**src/rtl/codec_sport.sv**
```systemverilog
module codec_sport #(
  parameter int W      = 16,
  parameter int NREG   = 5,
  parameter int RW     = 8,
  parameter int DEV_ID = 0
) (
  input  logic         clk,
  input  logic         rst_n,
  input  logic         enable,
  input  logic         sdata_in,
  input  logic         fs_in,
  output logic         sclk_out,
  output logic         sdata_out,
  output logic         sdata_oe,
  output logic         fs_out,
  output logic         fs_oe,
  input  logic         smp_strobe,
  input  logic [W-2:0] smp_word,
  output logic [W-2:0] dac_word,
  output logic         dac_valid
);
  localparam int CW = $clog2(W + 1);
  localparam int DW = 8;

  logic [NREG-1:0][RW-1:0] regs;
  logic [DW-1:0] div_n, half_n, cnt;
  logic sclk_q, rise, fall;

  assign div_n  = ({6'd0, regs[0][3:2]} + 8'd1) << ({1'b0, regs[0][1:0]} + 3'd1);
  assign half_n = div_n >> 1;
  assign rise   = enable && (cnt == div_n - 8'd1);
  assign fall   = enable && (cnt == half_n - 8'd1);

  always_ff @(posedge clk) begin
    if (!rst_n || !enable) begin
      cnt    <= '0;
      sclk_q <= 1'b0;
    end else begin
      cnt <= (cnt >= div_n - 8'd1) ? '0 : cnt + 8'd1;
      if (rise)      sclk_q <= 1'b1;
      else if (fall) sclk_q <= 1'b0;
    end
  end
  assign sclk_out = sclk_q & enable;

  logic [CW-1:0] rx_cnt;
  logic [W-1:0]  rx_sh, rx_word;
  logic          rx_done, is_ctl, is_rd, mine;
  logic [2:0]    dev, ra;
  logic [RW-1:0] rd_val;

  assign rx_word = {rx_sh[W-2:0], sdata_in};
  assign rx_done = fall && (rx_cnt == CW'(1));
  assign is_ctl  = rx_word[W-1];
  assign is_rd   = rx_word[W-2];
  assign dev     = rx_word[W-3:W-5];
  assign ra      = rx_word[W-6:W-8];
  assign mine    = !regs[0][4] || (dev == 3'(DEV_ID));

  always_comb begin
    rd_val = '0;
    for (int i = 0; i < NREG; i++)
      if (ra == 3'(i)) rd_val = regs[i];
  end

  always_ff @(posedge clk) begin
    if (!rst_n || !enable) begin
      rx_cnt <= '0;
      rx_sh  <= '0;
    end else if (fall) begin
      if (rx_cnt != '0) begin
        rx_sh  <= rx_word;
        rx_cnt <= rx_cnt - CW'(1);
      end else if (fs_in) begin
        rx_cnt <= CW'(W);
      end
    end
  end

  always_ff @(posedge clk) begin
    if (!rst_n) begin
      regs <= '0;
    end else if (rx_done && is_ctl && mine && !is_rd) begin
      for (int i = 0; i < NREG; i++)
        if (ra == 3'(i)) regs[i] <= rx_word[RW-1:0];
    end
  end

  always_ff @(posedge clk) begin
    if (!rst_n) begin
      dac_word  <= '0;
      dac_valid <= 1'b0;
    end else begin
      dac_valid <= rx_done && !is_ctl;
      if (rx_done && !is_ctl) dac_word <= rx_word[W-2:0];
    end
  end

  logic [W-1:0]  cpend, tx_sh;
  logic [W-2:0]  dpend;
  logic          cpv, dpv, start, sfo_q, tx_on, started, sdo_q;
  logic [CW-1:0] tx_cnt;

  assign start = rise && !sfo_q && !(tx_on && tx_cnt != '0) && (cpv || dpv);

  always_ff @(posedge clk) begin
    if (!rst_n) begin
      cpv   <= 1'b0;
      cpend <= '0;
      dpv   <= 1'b0;
      dpend <= '0;
    end else begin
      if (rx_done && is_ctl && mine && is_rd) begin
        cpv   <= 1'b1;
        cpend <= {rx_word[W-1:RW], rd_val};
      end else if (rx_done && is_ctl && !mine) begin
        cpv   <= 1'b1;
        cpend <= rx_word;
      end else if (start && cpv) begin
        cpv <= 1'b0;
      end
      if (smp_strobe) begin
        dpv   <= 1'b1;
        dpend <= smp_word;
      end else if (start && !cpv) begin
        dpv <= 1'b0;
      end
    end
  end

  always_ff @(posedge clk) begin
    if (!rst_n) begin
      sfo_q   <= 1'b0;
      tx_on   <= 1'b0;
      tx_cnt  <= '0;
      tx_sh   <= '0;
      sdo_q   <= 1'b0;
      started <= 1'b0;
    end else if (!enable) begin
      sfo_q  <= 1'b0;
      tx_on  <= 1'b0;
      tx_cnt <= '0;
    end else if (rise) begin
      if (sfo_q) begin
        sfo_q  <= 1'b0;
        tx_on  <= 1'b1;
        sdo_q  <= tx_sh[W-1];
        tx_sh  <= {tx_sh[W-2:0], 1'b0};
        tx_cnt <= CW'(W - 1);
      end else if (tx_on && tx_cnt != '0) begin
        sdo_q  <= tx_sh[W-1];
        tx_sh  <= {tx_sh[W-2:0], 1'b0};
        tx_cnt <= tx_cnt - CW'(1);
      end else begin
        tx_on <= 1'b0;
        if (start) begin
          sfo_q   <= 1'b1;
          started <= 1'b1;
          tx_sh   <= cpv ? cpend : {1'b0, dpend};
        end
      end
    end
  end

  assign sdata_out = sdo_q;
  assign sdata_oe  = enable & tx_on;
  assign fs_out    = sfo_q;
  assign fs_oe     = enable & started;

  AST_SYNC_ONE_PERIOD: assert property (@(posedge clk) disable iff (!rst_n)
    (rise && sfo_q) |=> !sfo_q);
  AST_DRIVE_AFTER_SYNC: assert property (@(posedge clk) disable iff (!rst_n)
    (rise && sfo_q) |=> tx_on);
  AST_TX_COUNT_RANGE: assert property (@(posedge clk) disable iff (!rst_n)
    tx_cnt <= CW'(W - 1));
  AST_RX_COUNT_RANGE: assert property (@(posedge clk) disable iff (!rst_n)
    rx_cnt <= CW'(W));
  AST_DAC_PULSE: assert property (@(posedge clk) disable iff (!rst_n)
    dac_valid |=> !dac_valid);
  AST_BAD_INDEX_NO_WRITE: assert property (@(posedge clk) disable iff (!rst_n)
    (rx_done && is_ctl && !is_rd && ra >= 3'(NREG)) |=> $stable(regs));
  AST_READ_QUEUED: assert property (@(posedge clk) disable iff (!rst_n)
    (rx_done && is_ctl && mine && is_rd) |=> cpv);
  AST_CLOCK_STOPPED: assert property (@(posedge clk) disable iff (!rst_n)
    !enable |=> !sclk_q);
endmodule

```
**config.mk**
```make
export PLATFORM = sky130hd
export DESIGN_NAME = codec_sport
export DESIGN_NICKNAME = d
export VERILOG_FILES = /design/src/rtl/codec_sport.sv
export SDC_FILE = /design/constraint.sdc
export NUM_CORES = 1
export LEC_CHECK = 0
export ABC_CLOCK_PERIOD_IN_PS = 4100
export BUFFER_PORTS_ARGS = -buffer_cell sky130_fd_sc_hd__clkbuf_2
export CAP_MARGIN = 20
export CORE_MARGIN = 4
export CORE_UTILIZATION = 40
export DETAILED_ROUTE_END_ITERATION = 6
export PLACE_DENSITY_LB_ADDON = 0.15
export SETUP_SLACK_MARGIN = 0.1
export SLEW_MARGIN = 25
export SYNTH_ARGS = -nofsm -noshare
export SYNTH_HDL_FRONTEND = slang
export SYNTH_SLANG_ARGS = --single-unit
```
**constraint.sdc**
```tcl
create_clock -name clk -period 4.1 [get_ports clk]
set_input_delay 0.205 -clock clk [delete_from_list [all_inputs] [get_ports clk]]
set_output_delay 0.205 -clock clk [all_outputs]
set_load 0.01 [all_outputs]
```
==> results.json, run 1 <==
{
  "min_period_over_period_pct": 91.1,
  "antenna_found_initial": 0,
  "tightestPinTransition_ps": 984,
  "finalMaxSlewViolations": 0,
  "synth.top_cell.area_share_pct": 41.6,
  "ant_nets": 0,
  "rows": 47,
  "synthArstFlopShare_pct": 0,
  "fill_cells": 1634,
  "crit_path_max_fanout": 16,
  "synth_nets": 820,
  "track_usage_pct": 17.5,
  "ys_seq_area_share_pct": 41.6,
  "clockRootBuffer": "clkbuf_16",
  "arrival_ps": 4060,
  "synth_area_um2": 6880,
  "r2r_slack_ps": 370,
  "syn_inst": 782,
  "place_area_um2": 7290,
  "hold_viol_final": 0,
  "ioPinCount": 42,
  "grt_max_degree": 59,
  "p_per_area_nw_per_um2": 392,
  "p_leak_uw": 0.00306,
  "slowest_delay_ps": 400,
  "place_congestion": 0.861,
  "routed_wl_um": 16800,
  "peakVddDrop_mv": 0.315,
  "vias": 5681,
  "synth.avg_cell_area_um2": 8.80,
  "drc": 0,
  "r2r-start": "regs[3]$_SDFFE_PN0P_",
  "crit_start": "regs[3]$_SDFFE_PN0P_",
  "die_x_um": 139,
  "grt_use_met1_pct": 23.7,
  "cts.sinks": 143,
  "crit_cells": 17,
  "core_um2": 16700,
  "setup_viol": 0,
  "cp_num_buf_inv": 1,
  "clk_pin_slew_ps": 60,
  "wl_per_cell_um": 16.1,
  "diodes": 0,
  "fin_crit_ps": 3730,
  "synthTopCellsByArea": "dfxtp_1, mux2i_1, nand2_1",
  "cts-hold-fix-buffers": 0,
  "grt_pass1_wl_um": 28000,
  "outcome": "finished clean",
  "synth_largest_area_cell": "dfxtp_1",
  "start_util_pct": 41.2,
  "relSlewSlack_pct": 34.3,
  "hold_path.class": "in2reg",
  "clock_path_buffers": 2,
  "syn_to_final_growth_pct": 15.3,
  "critical_path_required_ps": 4420,
  "rsz0062_at_grt": "no",
  "ys_ff_latch": 143,
  "synth_edf_count": 0,
  "critPathKind": "reg2reg",
  "fmax_ghz": 0.268,
  "cts_made_buffers": 17,
  "htree_levels": 4,
  "grt_busiest_layer": "met2",
  "critPathSlowestCell": "dfxtp_1",
  "synth_flop_cell": "dfxtp_1",
  "rr_endpoint": "tx_sh[15]$_SDFFE_PN0P_",
  "drtIter0Drc": 476,
  "clkLatencyLatePin_ps": 420,
  "layout.nets": 847,
  "setup_tns_ps": 0,
  "gr-total-overflow": 0,
  "drive_gt1_share_pct": 15.7,
  "start_kind": "register",
  "cts_tree": "built",
  "io_buffers": 41,
  "drv_cap": 0,
  "met3_usage_pct": 4.21,
  "dpl.hpwl_um": 11800,
  "final_cell_area_um2": 7930,
  "vias_per_cell": 5.45,
  "skew_ps": 11.4,
  "use_met2_pct": 28.2,
  "end_kind": "register",
  "ys_warn_count": 0,
  "critPathTopFamily": "simple AND/OR/NAND/NOR gates",
  "dieHeight_um": 139,
  "drt_pre_antenna_iters": 5,
  "ys_types": 67,
  "grt_pass1_vias": 5522,
  "crit_chain": "ha_2 > and2_1 > o211ai_1 > ha_1 > nand2b_1 > or2_1 > o21bai_1 > nor2_1 > xor2_1 > ha_1 > nand4_1 > nor2_2 > nand2_2 > a21oi_1 > buf_6 > nor2_1 > a311oi_1",
  "die-area_um2": 19400,
  "rr_worst_depth": 17,
  "endpoint": "tx_sh[15]$_SDFFE_PN0P_"
}
[through the flow]
step | hold WS (ps) | util (%) | setup WS (ps) | instances | total power [uW]
6_report | 26.9 | 47.5 | 365 | 1042 | 3110
2_1_floorplan | 345 | - | 219 | 782 | 1530
3_3_place_gp | 437 | 43.6 | 232 | 1009 | 1570
4_1_cts | 15.5 | 47.3 | 128 | 1041 | 3140
3_5_place_dp | 444 | 43.6 | 79.6 | 1009 | 1580
5_1_grt | 23.1 | 47.5 | 64.6 | 1042 | 3220
[worst reg2reg max path: stages (launching register included)]
cell      delay (ps)
dfxtp_1          400
ha_2             360
and2_1           220
o211ai_1         230
ha_1             230
nand2b_1          90
or2_1            270
o21bai_1         200
nor2_1           120
xor2_1            80
ha_1             310
nand4_1          140
nor2_2           200
nand2_2          140
a21oi_1          170
buf_6            190
nor2_1            50
a311oi_1         220
[power breakdown]
group	leakage, uW	switching [uW]	internal [uW]
combinational	0.00162	92.8	44.2
sequential	0.00116	10.1	1400
clock	0.000286	587	974
[repair_timing]
action,4_1_cts,5_1_grt
buffers inserted,0,1
endpoints found under the setup margin,8,32
resized for setup,2,5
cloned,0,0
pin swaps,0,2
[per-layer routing]
metal,part of all wire [%],vias up
met5,0,-
met4,1.3,0
met3,4.2,14
met2,46,127
met1,48,2715
li1,-,2825
[cells in the final DEF, fill, tap and decap left out, types with 16 or more instances in the layout]
master / synthesis / routed
dfxtp_1: 143 / 143
nand2_1: 119 / 117
mux2i_1: 68 / 68
nor2_1: 60 / 59
nand3_1: 58 / 58
o21ai_0: 47 / 47
a21oi_1: 44 / 43
clkbuf_2: 0 / 41
buf_4: 2 / 18
inv_1: 17 / 17
clkbuf_16: 0 / 17
o211ai_1: 16 / 16
[worst min path at each step]
stage	startpoint	depth (start not counted)	endpoint	slack, ps
global route	smp_word[0]	3	dpend[0]$_SDFFE_PN0P_	20
floorplan	sdata_in	2	rx_sh[0]$_SDFFE_PN0P_	340
global placement	regs[33]$_SDFFE_PN0P_	2	regs[33]$_SDFFE_PN0P_	440
finish	smp_word[10]	3	dpend[10]$_SDFFE_PN0P_	30
CTS	smp_word[10]	3	dpend[10]$_SDFFE_PN0P_	20
detailed placement	regs[32]$_SDFFE_PN0P_	2	regs[32]$_SDFFE_PN0P_	440
[Yosys cell counts, drive strengths merged, types with 2 or more instances]
cell    number
nand4       15
nand3       59
xnor2        5
o211ai      16
nor2        61
nor4         5
and4bb       2
xnor3        2
nand2      121
mux4         8
a22oi        2
or3          2
o31ai        8
nor4b        3
xor2        13
o32ai        2
nand2b       6
and2         9
or2          2
or4          2
ha          17
dfxtp      143
nor2b        3
clkbuf      41
inv         19
mux2i       69
and3         5
a221oi       9
a21oi       45
buf         11
o21bai       3
a21o         2
nor3         6
o21ai       48
a21boi       2
a311oi       4
a211oi       2
[cells by family after synthesis]
family,count (synthesis),synth area share (%)
multiplexers,77,12.8
AND/OR/NAND/NOR,306,21.5
flip-flops,143,41.6
AO/OA/AOI/OAI,148,13.8
buffers and inverters,71,4.15
adder cells (fa/ha/maj),17,3.09
XOR/XNOR,20,2.95
[final cells by class]
| class | instances | area [um^2] | area share [%] |
|---|---|---|---|
| multi-input combinational | 568 | 3770 | 47.5 |
| sequential | 143 | 2860 | 36.1 |
| clock buffer | 19 | 443 | 5.58 |
| timing repair buffer | 60 | 352 | 4.43 |
| tap | 220 | 275 | 3.47 |
| clock inverter | 13 | 161 | 2.04 |
| inverter | 19 | 71.3 | 0.899 |
[flip-flops by register name (all words and copies together), names as in the netlist, 5 cells and up]
register and flops:
cnt 8, cpend 16, dac_word 15, dpend 15, regs 40, rx_cnt 5
rx_sh 15, tx_cnt 5, tx_sh 16
Power figures use the tool's default switching activity.
==> run 2, diff against run 1 <==
ABC_AREA = 1   (was not set)
==> run 2 against run 1 <==
Against the previous run: final cell count up 16%; via count increased by 6.2%; wire length is 2.2% higher.
==> results.json, run 2 <==
{
  "crit_path_max_fanout": 9,
  "power_switching_uw": 738,
  "p_per_area_nw_per_um2": 393,
  "layout.nets": 1011,
  "top_regs": "regs x40, cpend x16, tx_sh x16",
  "dpl.hpwl_um": 11900,
  "rsz0062_at_grt": "no",
  "ys_types": 36,
  "ys_warn_count": 0,
  "dieHeight_um": 138,
  "outcome": "finished clean",
  "cts.sinks": 143,
  "final_common_cell": "nand2_1",
  "syn_to_final_growth_pct": 14.7,
  "io_buffers": 41,
  "rows": 47,
  "routed_wl_um": 17200,
  "cts_made_buffers": 17,
  "skew_ps": 13.1,
  "clockRootBuffer": "clkbuf_16",
  "comb_power_share_pct": 4.3,
  "clkPwrFrac_pct": 48.9,
  "finalMaxSlewViolations": 0,
  "htree_levels": 4,
  "clk_pin_slew_ps": 60,
  "ys_seq_area_share_pct": 42.2,
  "synth_area_um2": 6780,
  "drt_pre_antenna_iters": 5,
  "synth_edf_count": 0,
  "drc": 0,
  "netlist_top_cells_count": "nand2_1, nor2_1, dfxtp_1, inv_1, o21ai_0",
  "regMostFlops": "regs",
  "synth.top_cell.area_share_pct": 42.2,
  "dp.cells": 1172,
  "tightestPinTransition_ps": 895,
  "ant_nets": 0,
  "track_usage_pct": 18.2,
  "start_util_pct": 40.9,
  "critical_path_required_ps": 4440,
  "ioPinCount": 42,
  "grt_max_degree": 85,
  "clkLatencyLatePin_ps": 420,
  "core_um2": 16600,
  "clock_path_buffers": 2,
  "final_cells": 1206,
  "synth_largest_area_cell": "dfxtp_1",
  "final_cell_area_um2": 7770,
  "seqPwrFrac_pct": 46.8,
  "rr_endpoint": "tx_cnt[3]$_SDFFE_PN0P_",
  "gr-total-overflow": 0,
  "layout_common_cells": "nand2_1, nor2_1, dfxtp_1",
  "relSlewSlack_pct": 40.3,
  "multiInputGateArea_um2": 3350,
  "place_area_um2": 7150,
  "vias_per_cell": 5.00,
  "drtIter0Drc": 492,
  "start_kind": "register",
  "largest_reg_flops": 40,
  "slowest_delay_ps": 340,
  "p_leak_uw": 0.00342,
  "r2r_slack_ps": 400,
  "diodes": 0,
  "grt_pass1_vias": 5562,
  "drive_gt1_share_pct": 12.6,
  "p_int_uw": 2310,
  "synth_flop_cell": "dfxtp_1",
  "cts-hold-fix-buffers": 0,
  "drv_cap": 0,
  "synth_most_common_cell": "nand2_1",
  "register_area_um2": 2860,
  "rr_worst_depth": 25,
  "ys_ff_latch": 143,
  "r2r-start": "regs[1]$_SDFFE_PN0P_",
  "endpoint": "tx_cnt[3]$_SDFFE_PN0P_",
  "synth_nets": 983,
  "wl_per_cell_um": 14.3,
  "min_period_over_period_pct": 90.2,
  "arrival_ps": 4030,
  "swShare_pct": 24.2,
  "setup_viol": 0,
  "antenna_found_initial": 0,
  "place_congestion": 0.899,
  "syn_inst": 945,
  "synthTopCellsByArea": "dfxtp_1, nand2_1, nor2_1",
  "vias": 6032,
  "die-area_um2": 19100,
  "fill_cells": 1706,
  "cts_tree": "built",
  "synth.avg_cell_area_um2": 7.17,
  "hold_path.class": "in2reg",
  "fin_crit_ps": 3700,
  "end_kind": "register",
  "hold_viol_final": 0,
  "crit_start": "regs[1]$_SDFFE_PN0P_",
  "setup_tns_ps": 0,
  "critPathKind": "reg2reg",
  "fmax_ghz": 0.271,
  "die_x_um": 138,
  "synthArstFlopShare_pct": 0,
  "grt_pass1_wl_um": 28800,
  "critPathSlowestCell": "dfxtp_2",
  "peakVddDrop_mv": 0.308
}
-- run 2: cell types whose count changed after synthesis, moves of 14 or more --
cell | before | now
a21oi_1 | 44 | 60
nand3_1 | 58 | 30
o21ai_1 | 0 | 43
o21ai_0 | 47 | 83
nor2_1 | 60 | 145
clkbuf_1 | 41 | 27
a211oi_1 | 0 | 16
inv_1 | 17 | 103
mux2i_1 | 68 | 0
nand2_1 | 119 | 158
a31oi_1 | 1 | 18
-- run 2: cell families after synthesis --
group | synth area share, %
xor+xnor | 1.68
flops | 42.2
compound gates | 19.1
buf+inv | 8.86
simple gates | 25.0
fa+ha+maj | 3.14
-- run 2: how the worst min path moves through the flow --
stage | startpoint | to | cells past startpoint
after detailed placement | dpend[7]$_SDFFE_PN0P_ | dpend[7]$_SDFFE_PN0P_ | 2
after floorplan | smp_word[14] | dpend[14]$_SDFFE_PN0P_ | 2
after global placement | dpend[13]$_SDFFE_PN0P_ | dpend[13]$_SDFFE_PN0P_ | 2
after CTS | smp_word[14] | dpend[14]$_SDFFE_PN0P_ | 3
after global routing | smp_word[14] | dpend[14]$_SDFFE_PN0P_ | 3
final | smp_word[14] | dpend[14]$_SDFFE_PN0P_ | 3
-- run 2: cell type report --
type	count	area share [%]
multi-input cells	647	43.1
flip-flops and latches	143	36.8
well taps	220	3.54
clock buffers	18	5.65
repair buffers	50	3.67
clock inverters	14	1.71
inverters	114	5.50
-- run 2: metrics by stage --
stage	setup slack, ps	utilization, %	hold slack [ps]	power [uW]
final	404	46.9	58.1	3050
after global routing	69.4	46.9	81.5	3170
after CTS	198	46.5	34.9	3080
after detailed placement	221	43.1	442	1590
after global placement	381	43.1	438	1590
after floorplan	524	-	340	1540
-- run 2: per-layer routing --
layer	vias to the layer above	global-route usage, %	part of all wire (%)
met5	-	0	0
met4	0	5.25	1.6
met3	27	4.01	3.6
met2	110	26.5	43
met1	2727	27.1	52
li1	3168	-	-
-- run 2: critical path, delay by kind of cell (launching register included) --
family	cells	cell delay [ps]
AOI/OAI and AO/OA	2	230
xor gates and xnor gates	1	150
adders and majority gates	3	790
buffers and inverters	6	670
DFF	1	340
and+or+nand+nor	13	1420
-- run 2: power by group through the flow --
stage	Combinational, uW	Sequential (uW)	Clock [uW]
floorplan	92.0	1450	0
global placement	131	1460	0
detailed placement	132	1460	0
CTS	132	1430	1520
global route	151	1430	1580
finish	132	1430	1490
-- run 2: what timing repair did --
action,4_1_cts,5_1_grt
setup endpoints to repair,0,28
gates resized for setup,0,11
buffers inserted,0,2
==> run 3, diff against run 2 <==
ABC_AREA = not set   (was 1)
CTS_BUF_LIST = sky130_fd_sc_hd__clkbuf_2 sky130_fd_sc_hd__clkbuf_4 sky130_fd_sc_hd__clkbuf_8   (was not set)
CTS_CLUSTER_DIAMETER = 200   (was not set)
==> run 3 against run 2 <==
Against the previous run: register-to-register slack got worse by 20 ps; critical endpoint is now tx_sh[15]$_SDFFE_PN0P_; critical path type unchanged; clock power is 21% lower; highest routed layer unchanged; worst hold slack worse by 33 ps; largest power group is now registers.
==> results.json, run 3 (synthesis results as in run 1) <==
{
  "end_kind": "register",
  "routed_wl_um": 17100,
  "peakVddDrop_mv": 0.328,
  "core_um2": 16700,
  "track_usage_pct": 17.5,
  "skew_ps": 13.3,
  "drive_gt1_share_pct": 15.7,
  "hold_viol_final": 0,
  "wirelength_met1_um": 8130,
  "fin_crit_ps": 3720,
  "timing.hold.ws_ps": 25.5,
  "htree_levels": 4,
  "rr_worst_depth": 19,
  "r2r_slack_ps": 380,
  "drt_pre_antenna_iters": 5,
  "routed.top_layer": "met4",
  "relSlewSlack_pct": 34.8,
  "drv_cap": 0,
  "gr-total-overflow": 0,
  "diodes": 0,
  "crit_start": "regs[1]$_SDFFE_PN0P_",
  "wl_per_cell_um": 16.2,
  "drtIter0Drc": 431,
  "crit_path_max_fanout": 16,
  "wl_met3_um": 698,
  "start_util_pct": 41.2,
  "final_cells": 1055,
  "clock_path_buffers": 2,
  "fill_cells": 1626,
  "dr_wl_met2_um": 8020,
  "place_congestion": 0.861,
  "drc": 0,
  "cts_made_buffers": 17,
  "register_area_um2": 2860,
  "clkLatencyLatePin_ps": 450,
  "fmax_ghz": 0.269,
  "multiInputGateArea_um2": 3770,
  "post-route-util_pct": 47.2,
  "grt_pass1_vias": 5552,
  "rsz0062_at_grt": "no",
  "grt_max_degree": 59,
  "rows": 47,
  "hold_path.class": "in2reg",
  "io_buffers": 41,
  "setup_viol": 0,
  "ant_nets": 0,
  "dieHeight_um": 139,
  "tightestPinTransition_ps": 977,
  "layout_setup_ws_ps": 382,
  "dp.cells": 1009,
  "regMostFlops": "regs",
  "cts.sinks": 143,
  "critPathKind": "reg2reg",
  "setup_tns_ps": 0,
  "r2r-start": "regs[1]$_SDFFE_PN0P_",
  "largest_reg_flops": 40,
  "ioPinCount": 42,
  "die-area_um2": 19400,
  "clk_pin_slew_ps": 90,
  "place_ws_ps": 79.6,
  "antenna_found_initial": 0,
  "syn_to_final_growth_pct": 14.4,
  "critical_path_required_ps": 4450,
  "arrival_ps": 4070,
  "grt_pass1_wl_um": 28000,
  "finalMaxSlewViolations": 0,
  "cts_tree": "built",
  "start_kind": "register",
  "endpoint": "tx_sh[15]$_SDFFE_PN0P_",
  "die_x_um": 139,
  "vias": 5751,
  "layout_common_cells": "dfxtp_1, nand2_1, mux2i_1",
  "min_period_over_period_pct": 90.7,
  "vias_per_cell": 5.45,
  "dpl.hpwl_um": 11800,
  "clockRootBuffer": "clkbuf_8",
  "layout.nets": 860,
  "top_regs": "regs x40, cpend x16, tx_sh x16",
  "rr_endpoint": "tx_sh[15]$_SDFFE_PN0P_",
  "final_common_cell": "dfxtp_1",
  "outcome": "finished clean",
  "p_leak_uw": 0.00303,
  "p_per_area_nw_per_um2": 346
}
-- run 3: cell count changes in the layout (fill, tap and decap cells not counted), moves of 29 or more --
cell / delta
mux2i_1: +68
nand2_1: -41
nor2_1: -85
o21ai_1: -44
nand3_1: +29
o21ai_0: -35
inv_1: -86
-- run 3: critical path: stages (launching register included) --
cell      delay [ps]
dfxtp_1          350
ha_4             340
nand2b_4         160
a21o_1           170
nand2_1           60
nand2_1          130
ha_1             200
nand2b_1          90
or2_1            270
o21bai_1         200
nor2_1           120
xor2_1            80
ha_1             310
nand4_1          140
nor2_2           200
nand2_2          150
a21oi_1          170
buf_6            190
nor2_1            50
a311oi_1         220
-- run 3: power by group --
group	leakage, uW	switching (uW)	total, uW	internal, uW
combinational	0.00168	95.3	148	52.2
clock	0.000202	539	1170	626
sequential	0.00116	10.2	1410	1400
total	0.00303	645	2720	2080
-- run 3: layout make-up --
cell class / instances / share of cell area, %
multi-input combinational: 568 / 47.8
sequential: 143 / 36.4
timing repair buffer: 73 / 6.12
tap: 220 / 3.50
clock buffer: 19 / 3.24
clock inverter: 13 / 2.05
inverter: 19 / 0.906
-- run 3: how the worst min path moves through the flow --
| stage | startpoint | end | slack [ps] | cells past startpoint |
|---|---|---|---|---|
| CTS | smp_word[11] | dpend[11]$_SDFFE_PN0P_ | 0.5 | 3 |
| global placement | regs[33]$_SDFFE_PN0P_ | regs[33]$_SDFFE_PN0P_ | 440 | 2 |
| detailed placement | regs[32]$_SDFFE_PN0P_ | regs[32]$_SDFFE_PN0P_ | 440 | 2 |
| floorplan | sdata_in | rx_sh[0]$_SDFFE_PN0P_ | 340 | 2 |
| finish | smp_word[11] | dpend[11]$_SDFFE_PN0P_ | 30 | 3 |
| global route | smp_word[13] | dpend[13]$_SDFFE_PN0P_ | 20 | 3 |
-- run 3: what timing repair did --
item | CTS | global route
pin swaps | 0 | 2
hold buffers | 13 | 0
resized for setup | 2 | 6
endpoints found under the setup margin | 16 | 32
endpoints found under the hold margin | 13 | 0
buffers inserted | 0 | 1
-- run 3: metrics by stage --
step	power [uW]	cell area, um^2
detailed placement	1580	7290
global placement	1570	7290
floorplan	1530	6880
finish	2720	7880
global route	2830	7880
CTS	2750	7840
-- run 3: routing by layer --
layer | vias to the layer above | GRT usage (%)
met5 | - | 0
met4 | 0 | 4.63
met3 | 19 | 3.83
met2 | 118 | 28.6
met1 | 2762 | 23.6
li1 | 2852 | -
